`config.mk`:
```
export PLATFORM = sky130hd
export DESIGN_NAME = dps_packed_squarer
export DESIGN_NICKNAME = d
export VERILOG_FILES = /design/src/rtl/dps_pkg.sv /design/src/rtl/dps_operand_pack.sv /design/src/rtl/dps_mult.sv /design/src/rtl/dps_field_extract.sv /design/src/rtl/dps_packed_squarer.sv
export SDC_FILE = /design/constraint.sdc
export NUM_CORES = 1
export LEC_CHECK = 0
export BUFFER_PORTS_ARGS = -buffer_cell sky130_fd_sc_hd__buf_2
export CELL_PAD_IN_SITES_DETAIL_PLACEMENT = 1
export CELL_PAD_IN_SITES_GLOBAL_PLACEMENT = 1
export CORE_ASPECT_RATIO = 0.75
export CORE_MARGIN = 10
export CORE_UTILIZATION = 54
export CTS_CLUSTER_DIAMETER = 200
export CTS_CLUSTER_SIZE = 28
export DETAILED_ROUTE_END_ITERATION = 10
export PLACE_DENSITY = 0.85
export SYNTH_ARGS = -nofsm -noshare
export SYNTH_HDL_FRONTEND = slang
export SYNTH_SLANG_ARGS = --single-unit
```
`constraint.sdc`:
```
create_clock -name clk -period 1.45 [get_ports clk]
set_input_delay 0.145 -clock clk [delete_from_list [all_inputs] [get_ports clk]]
set_output_delay 0.145 -clock clk [all_outputs]
set_load 0.02 [all_outputs]
```
`src/rtl/dps_pkg.sv`:
```
package dps_pkg;

   // 2**n as a 64-bit quantity, usable in constant expressions
   function automatic longint pow2(input int n);
      return longint'(64'(1) << n);
   endfunction

   // largest square of an unsigned yw-bit value
   function automatic longint usq_max(input int yw);
      return (pow2(yw) - 1) * (pow2(yw) - 1);
   endfunction

   // largest magnitude of the middle (cross) term for a given packing
   function automatic longint cross_max(input int xw, input int yw, input int sh);
      return pow2(xw - 1) * (pow2(yw) - 1) * pow2(sh + 1);
   endfunction

endpackage

```
`src/rtl/dps_operand_pack.sv`:
```
module dps_operand_pack #(
   parameter int XW = 6,
   parameter int YW = 5,
   parameter int MW = 18
) (
   input  logic [XW-1:0] x_val,
   input  logic [YW-1:0] y_val,
   output logic [MW-1:0] opnd
);
   localparam int GAP = MW - XW - YW;

   generate
      if (GAP > 0) begin : g_gap
         assign opnd = {x_val, {GAP{1'b0}}, y_val};
      end else begin : g_nogap
         assign opnd = {x_val, y_val};
      end
   endgenerate
endmodule

```
`src/rtl/dps_mult.sv`:
```
module dps_mult #(
   parameter int MW = 18
) (
   input  logic [MW-1:0]   a,
   input  logic [MW-1:0]   b,
   output logic [2*MW-1:0] p
);
   logic signed [2*MW-1:0] a_ext;
   logic signed [2*MW-1:0] b_ext;

   assign a_ext = {{MW{a[MW-1]}}, a};
   assign b_ext = {{MW{b[MW-1]}}, b};
   assign p     = a_ext * b_ext;
endmodule

```
`src/rtl/dps_field_extract.sv`:
```
module dps_field_extract #(
   parameter int XW = 6,
   parameter int YW = 5,
   parameter int MW = 18
) (
   input  logic [2*MW-1:0] prod,
   output logic [2*XW-1:0] xsq,
   output logic [2*YW-1:0] ysq
);
   localparam int SH   = MW - XW;        // weight of X inside the operand
   localparam int HI_LO = 2 * SH;        // first bit of the X-squared field
   localparam int MID_TOP = HI_LO - 1;   // sign of the discarded band

   logic [2*XW-1:0] hi_raw;
   logic            borrow;
   logic            unused_mid;

   assign hi_raw = prod[2*MW-1 -: 2*XW];
   // a negative cross term pulls one unit out of the top field;
   // the band's sign bit tells whether that happened
   assign borrow = prod[MID_TOP];
   assign xsq    = hi_raw + {{(2*XW-1){1'b0}}, borrow};
   assign ysq    = prod[2*YW-1:0];

   assign unused_mid = ^prod[MID_TOP-1:2*YW];
endmodule

```
`src/rtl/dps_packed_squarer.sv`:
```
module dps_packed_squarer
   import dps_pkg::*;
#(
   parameter int XW      = 6,
   parameter int YW      = 5,
   parameter int MW      = 18,
   parameter bit REG_OUT = 1'b1
) (
   input  logic            clk,
   input  logic            rst_n,
   input  logic            in_vld,
   input  logic [XW-1:0]   x_in,
   input  logic [YW-1:0]   y_in,
   output logic            out_vld,
   output logic [2*XW-1:0] xsq_out,
   output logic [2*YW-1:0] ysq_out
);
   localparam int     SH       = MW - XW;
   localparam int     GAP      = SH - YW;
   localparam longint YSQ_MAX  = usq_max(YW);
   localparam longint XSQ_MAX  = pow2(2 * (XW - 1));
   localparam longint CROSS_LO = pow2(SH + 1);
   localparam longint CROSS_HI = cross_max(XW, YW, SH);
   localparam longint BAND_LIM = pow2(2 * SH - 1);

   // elaboration-time checks on the packing
   if (XW < 2 || YW < 1) begin : g_bad_width
      $error("dps_packed_squarer: XW must be >= 2 and YW >= 1");
   end
   if (GAP < 0) begin : g_bad_fit
      $error("dps_packed_squarer: X and Y fields do not fit in MW");
   end
   if (!(CROSS_LO > YSQ_MAX)) begin : g_bad_low
      $error("dps_packed_squarer: cross term overlaps the Y-squared field");
   end
   if (!(CROSS_HI + YSQ_MAX < BAND_LIM)) begin : g_bad_high
      $error("dps_packed_squarer: cross term reaches the X-squared field");
   end

   logic [MW-1:0]   opnd;
   logic [2*MW-1:0] prod;
   logic [2*XW-1:0] xsq_c;
   logic [2*YW-1:0] ysq_c;

   dps_operand_pack #(.XW(XW), .YW(YW), .MW(MW)) u_pack (
      .x_val (x_in),
      .y_val (y_in),
      .opnd  (opnd)
   );

   dps_mult #(.MW(MW)) u_mult (
      .a (opnd),
      .b (opnd),
      .p (prod)
   );

   dps_field_extract #(.XW(XW), .YW(YW), .MW(MW)) u_extract (
      .prod (prod),
      .xsq  (xsq_c),
      .ysq  (ysq_c)
   );

   generate
      if (REG_OUT) begin : g_reg
         logic            vld_q;
         logic [2*XW-1:0] xsq_q;
         logic [2*YW-1:0] ysq_q;

         always_ff @(posedge clk or negedge rst_n) begin
            if (!rst_n) begin
               vld_q <= 1'b0;
               xsq_q <= '0;
               ysq_q <= '0;
            end else begin
               vld_q <= in_vld;
               if (in_vld) begin
                  xsq_q <= xsq_c;
                  ysq_q <= ysq_c;
               end
            end
         end

         assign out_vld = vld_q;
         assign xsq_out = xsq_q;
         assign ysq_out = ysq_q;

         a_r6_vld_delay: assert property (@(posedge clk) disable iff (!rst_n)
            $past(rst_n) |-> out_vld == $past(in_vld));
         a_r2_xsq_exact: assert property (@(posedge clk) disable iff (!rst_n)
            $past(rst_n) && $past(in_vld) |->
               longint'(xsq_out) ==
               longint'($past($signed(x_in))) * longint'($past($signed(x_in))));
         a_r1_ysq_exact: assert property (@(posedge clk) disable iff (!rst_n)
            $past(rst_n) && $past(in_vld) |->
               longint'(ysq_out) == longint'($past(y_in)) * longint'($past(y_in)));
         a_r7_hold: assert property (@(posedge clk) disable iff (!rst_n)
            $past(rst_n) && !$past(in_vld) |-> $stable(xsq_out) && $stable(ysq_out));
      end else begin : g_comb
         assign out_vld = in_vld;
         assign xsq_out = xsq_c;
         assign ysq_out = ysq_c;

         a_r2_xsq_exact: assert property (@(posedge clk) disable iff (!rst_n)
            in_vld |-> longint'(xsq_out) ==
               longint'($signed(x_in)) * longint'($signed(x_in)));
         a_r1_ysq_exact: assert property (@(posedge clk) disable iff (!rst_n)
            in_vld |-> longint'(ysq_out) == longint'(y_in) * longint'(y_in));
      end
   endgenerate

   a_r9_range: assert property (@(posedge clk) disable iff (!rst_n)
      out_vld |-> longint'(xsq_out) <= XSQ_MAX && longint'(ysq_out) <= YSQ_MAX);
endmodule

```
==> results of run 1 <==
## synth_stat cells (4+ instances only)
cell type / count / area (um2)
o21ai_0: 8 / 40.0
a21oi_1: 22 / 110
a21o_1: 10 / 75.1
and2_1: 39 / 244
ha_1: 103 / 1290
nand2_1: 32 / 120
nand3_1: 4 / 20.0
clkbuf_1: 11 / 41.3
fa_1: 105 / 2100
xnor2_1: 23 / 201
dfrtp_1: 22 / 551
nor2_1: 29 / 109
mux2_2: 8 / 90.1
o21ai_1: 4 / 20.0
nand2b_1: 4 / 25.0
xor2_1: 9 / 78.8
inv_1: 162 / 608
nand4_1: 7 / 43.8
## through the flow
stage	TNS (ns)	setup slack [ns]	cell area, um2	util [%]	cells
floorplan	-61.62	-4.64	6570	-	661
global placement	-68.49	-4.90	7680	69.2	939
detailed placement	-73.88	-5.52	7680	69.2	939
## logic make-up after synthesis
kind of cell | count (synthesis) | synth area share [%]
fa+ha+maj | 208 | 54.5
buf+inv | 179 | 10.9
simple gates | 138 | 11.6
compound gates | 72 | 7.89
xor+xnor | 32 | 4.51
flops | 22 | 8.85
mux | 9 | 1.61
other cells | 1 | 0.0603
==> flow_metrics.py, run 1 <==
metrics = {
    "synth": {
        "yosys_warnings": 0,
        "synth_cell_types": 56,
        "ys_seq_area_share_pct": 8.85,
        "synth_edf_count": 0,
        "syn_area_per_cell_um2": 9.41,
        "synth_ff_type": "dfrtp_1",
        "synthArstFlopShare_pct": 100,
        "netlist_instances": 661,
        "synth-seq-cells": 22,
        "netlist_area_um2": 6220,
        "syn-num-nets": 883,
    },
    "run_status": {
        "error": "[ERROR DPL-0033] detailed placement checks failed during check placement.",
        "run_status": "aborted with a tool error",
        "lastStage": "clock tree synthesis",
    },
    "clock_tree": {
        "post_cts_resized": 96,
        "hold_buffers": 1,
        "clockBufferDepth": 2,
        "cts_sinks": 22,
        "post_cts_buffers": 18,
        "cts_root_buffer": "clkbuf_16",
        "cts_buffers": 3,
        "htree_levels": 1,
    },
    "floorplan": {
        "row_count": 33,
        "die_w_um": 144,
        "initial_core_util_pct": 56.0,
        "die_y_um": 113,
        "ios": 37,
    },
    "placement": {
        "dp_hpwl_mm": 18.2,
        "place_congestion": 0.843,
        "numPortBuffers": 35,
    },
}
==> run 2, diff against run 1 <==
Settings changed: CELL_PAD_IN_SITES_DETAIL_PLACEMENT 1 to unset, CELL_PAD_IN_SITES_GLOBAL_PLACEMENT 1 to unset, CORE_ASPECT_RATIO 0.75 to unset, CORE_UTILIZATION 54 to 40, CTS_CLUSTER_DIAMETER 200 to unset, CTS_CLUSTER_SIZE 28 to unset, PLACE_DENSITY 0.85 to unset, PLACE_DENSITY_LB_ADDON set to 0.15.
==> run 2 against run 1 <==
Area after synthesis is the same. Synthesized cell count is the same. The flow now finishes, with violations (negative setup slack).
==> flow_metrics.py, run 2 <==
metrics = {
    "final_layout": {
        "mostFrequentLayoutCell": "inv_1",
        "largest_reg_flops": 12,
        "drive_above_1_share_pct": 32.7,
        "syn2layout_area_growth_pct": 33.9,
        "layout_common_cells": "153 x inv_1, 120 x buf_4, 99 x fa_1",
        "layout.nets": 1040,
        "n_antenna_cell": 0,
        "nFillCells": 1384,
        "utilization_pct": 54.8,
    },
    "setup_path": {
        "critPathMaxFanout": 5,
        "crit_slowest_cell": "fa_1",
        "path_class": "primary input to register",
        "max_stage_delay_ns": 0.58,
        "worstPathRequired_ns": 1.58,
        "cp-end-kind": "register",
        "arrival_ns": 6.20,
        "start_kind": "primary input",
        "critPathLaunch": "x_in[4]",
        "cp_common_cell": "fa_1",
        "r2r-start": "xsq_out[11]$_DFFE_PN0P_",
    },
    "worst_hold_path": {
        "hp-class": "primary input to register",
        "min_from": "in_vld",
    },
    "global_route": {
        "grt_overflow_total": 0,
        "antenna_found_initial": 0,
        "grt_pass1_wl_mm": 25.4,
        "grt_pass1_vias": 5619,
        "grt_max_degree": 23,
        "grt_usage_pct": 14.7,
    },
    "route": {
        "drt-total-wl_mm": 14.1,
        "dr.pass1.iters": 4,
        "post-route-drc-count": 0,
        "route.vias.total": 4906,
        "antenna_left": 0,
        "avgViaCountPerCell": 4.88,
        "drt_iter0_markers": 126,
        "wl_per_cell_um": 14.1,
    },
    "synth": {
        "synthTopCellsByArea": "fa_1 34%, ha_1 21%, inv_1 9.8%",
        "synth_commonest_cells": "162 x inv_1, 105 x fa_1, 103 x ha_1, 39 x and2_1, 32 x nand2_1",
        "syn-num-nets": 883,
        "synth_fa_ha_area_share_pct": 54.5,
        "synth_ff_type": "dfrtp_1",
        "synth_edf_count": 0,
        "yosys_warnings": 0,
        "yosys.area_share.xor_xnor_pct": 4.51,
        "synth.most_common_cell": "inv_1",
        "synth_compound_area_share_pct": 7.89,
        "synth_top_family_by_area": "adder cells",
        "ys_seq_area_share_pct": 8.85,
        "synth_mux_area_share_pct": 1.61,
        "synth.top_cell.area_share_pct": 33.8,
        "synth-seq-cells": 22,
        "netlist_area_um2": 6220,
        "synth_cell_types": 56,
        "yosys.area_share.simple_pct": 11.6,
        "syn_area_per_cell_um2": 9.41,
        "synth.largest_area_cell": "fa_1",
        "synthArstFlopShare_pct": 100,
        "netlist_instances": 661,
    },
    "sta": {
        "finalSetupViolCount": 18,
        "max_freq_mhz": 165,
        "finalClockSkew_ns": 0,
        "slew_violations": 0,
        "setup_slack_ns": -4.62,
        "fin_crit_ns": 6.07,
        "rsz0062_at_grt": "yes",
        "fin_crit_sh_pct": 419,
        "hold_violations": 0,
    },
    "clock_tree": {
        "cts_sinks": 22,
        "cts_tree": "yes",
        "cts_root_buffer": "clkbuf_16",
        "clockBufferDepth": 2,
        "cts_buffers": 3,
        "worstSkewPairLatency_ns": 0.25,
        "htree_levels": 1,
        "path_clk_slew_ns": 0.06,
    },
    "placement": {
        "dp_hpwl_mm": 12.5,
        "numPortBuffers": 35,
        "place_congestion": 0.870,
    },
    "flow_run": {
        "cap_violations": 0,
    },
    "run_status": {
        "violations": "negative setup slack",
        "run_status": "finished, violations left",
    },
    "floorplan": {
        "die_y_um": 145,
        "die_w_um": 145,
        "core_um2": 15200,
        "initial_core_util_pct": 40.9,
        "dieArea_um2": 20900,
        "row_count": 45,
        "ios": 37,
    },
}
[run 2: cell counts after synthesis]
Identical to the previous run, type by type.
[run 2: cells by family after synthesis]
family,Yosys count
xor+xnor,32
fa+ha+maj,208
buf+inv,179
mux,9
flops,22
other cells,1
compound gates,72
simple gates,138
[run 2: final cells by class]
cell class              count  area, um2  area share (%)
clock buffers               4       88.8            1.07
well taps                 188        235            2.82
flip-flops and latches     22        551            6.61
inverters                 164        628            7.54
multi-input cells         460       5560            66.8
repair buffers            167       1260            15.2
[run 2: per-stage QoR]
stage / setup slack (ns) / hold WS [ns] / cells / area [um2] / setup TNS [ns]
after floorplan: -4.64 / -0.151 / 661 / 6570 / -61.62
after global placement: -4.91 / 0.126 / 990 / 7750 / -69.30
after detailed placement: -5.04 / 0.133 / 990 / 7750 / -70.28
after CTS: -4.63 / 0.231 / 1003 / 8180 / -62.54
after global routing: -4.95 / 0.237 / 1005 / 8330 / -66.12
final: -4.62 / 0.239 / 1005 / 8330 / -62.27
[run 2: worst max-delay path, delay by kind of cell]
family	cells	cell delay (ns)
buf+inv	3	0.21
fa+ha+maj	8	3.50
xor+xnor	1	0.15
simple gates	9	1.44
compound gates	4	0.52
mux	1	0.20
[run 2: path summary, 6_finish.rpt]
check / end / slack (ns) / depth (start not counted)
min: xsq_out[9]$_DFFE_PN0P_ / 0.24 / 3
max reg2reg: xsq_out[11]$_DFFE_PN0P_ / 0.60 / 2
min in group asynchronous: ysq_out[9]$_DFFE_PN0P_ / 0.39 / 2
min reg2reg: ysq_out[6]$_DFFE_PN0P_ / 0.50 / 2
max in group asynchronous: ysq_out[6]$_DFFE_PN0P_ / 0.72 / 2
max: xsq_out[11]$_DFFE_PN0P_ / -4.62 / 26
[run 2: per-layer routing]
layer / part of all wire, % / GRT usage, %
met1: 42 / 17.6
met2: 56 / 28.9
met3: 1.7 / 0.847
met4: 0.69 / 1.49
met5: 0 / 0
[run 2: timing repair]
item	4_1_cts	5_1_grt
pin swaps	31	38
endpoints found under the setup margin	19	18
gates resized for setup	51	32
buffers inserted	8	3
gates cloned	0	0
hold endpoints to repair	22	0
hold buffers	1	0
Power of run 2 is left out: the tool's default activity adds up to more than one toggle a clock period on the data nets, which glitch-free logic cannot reach.
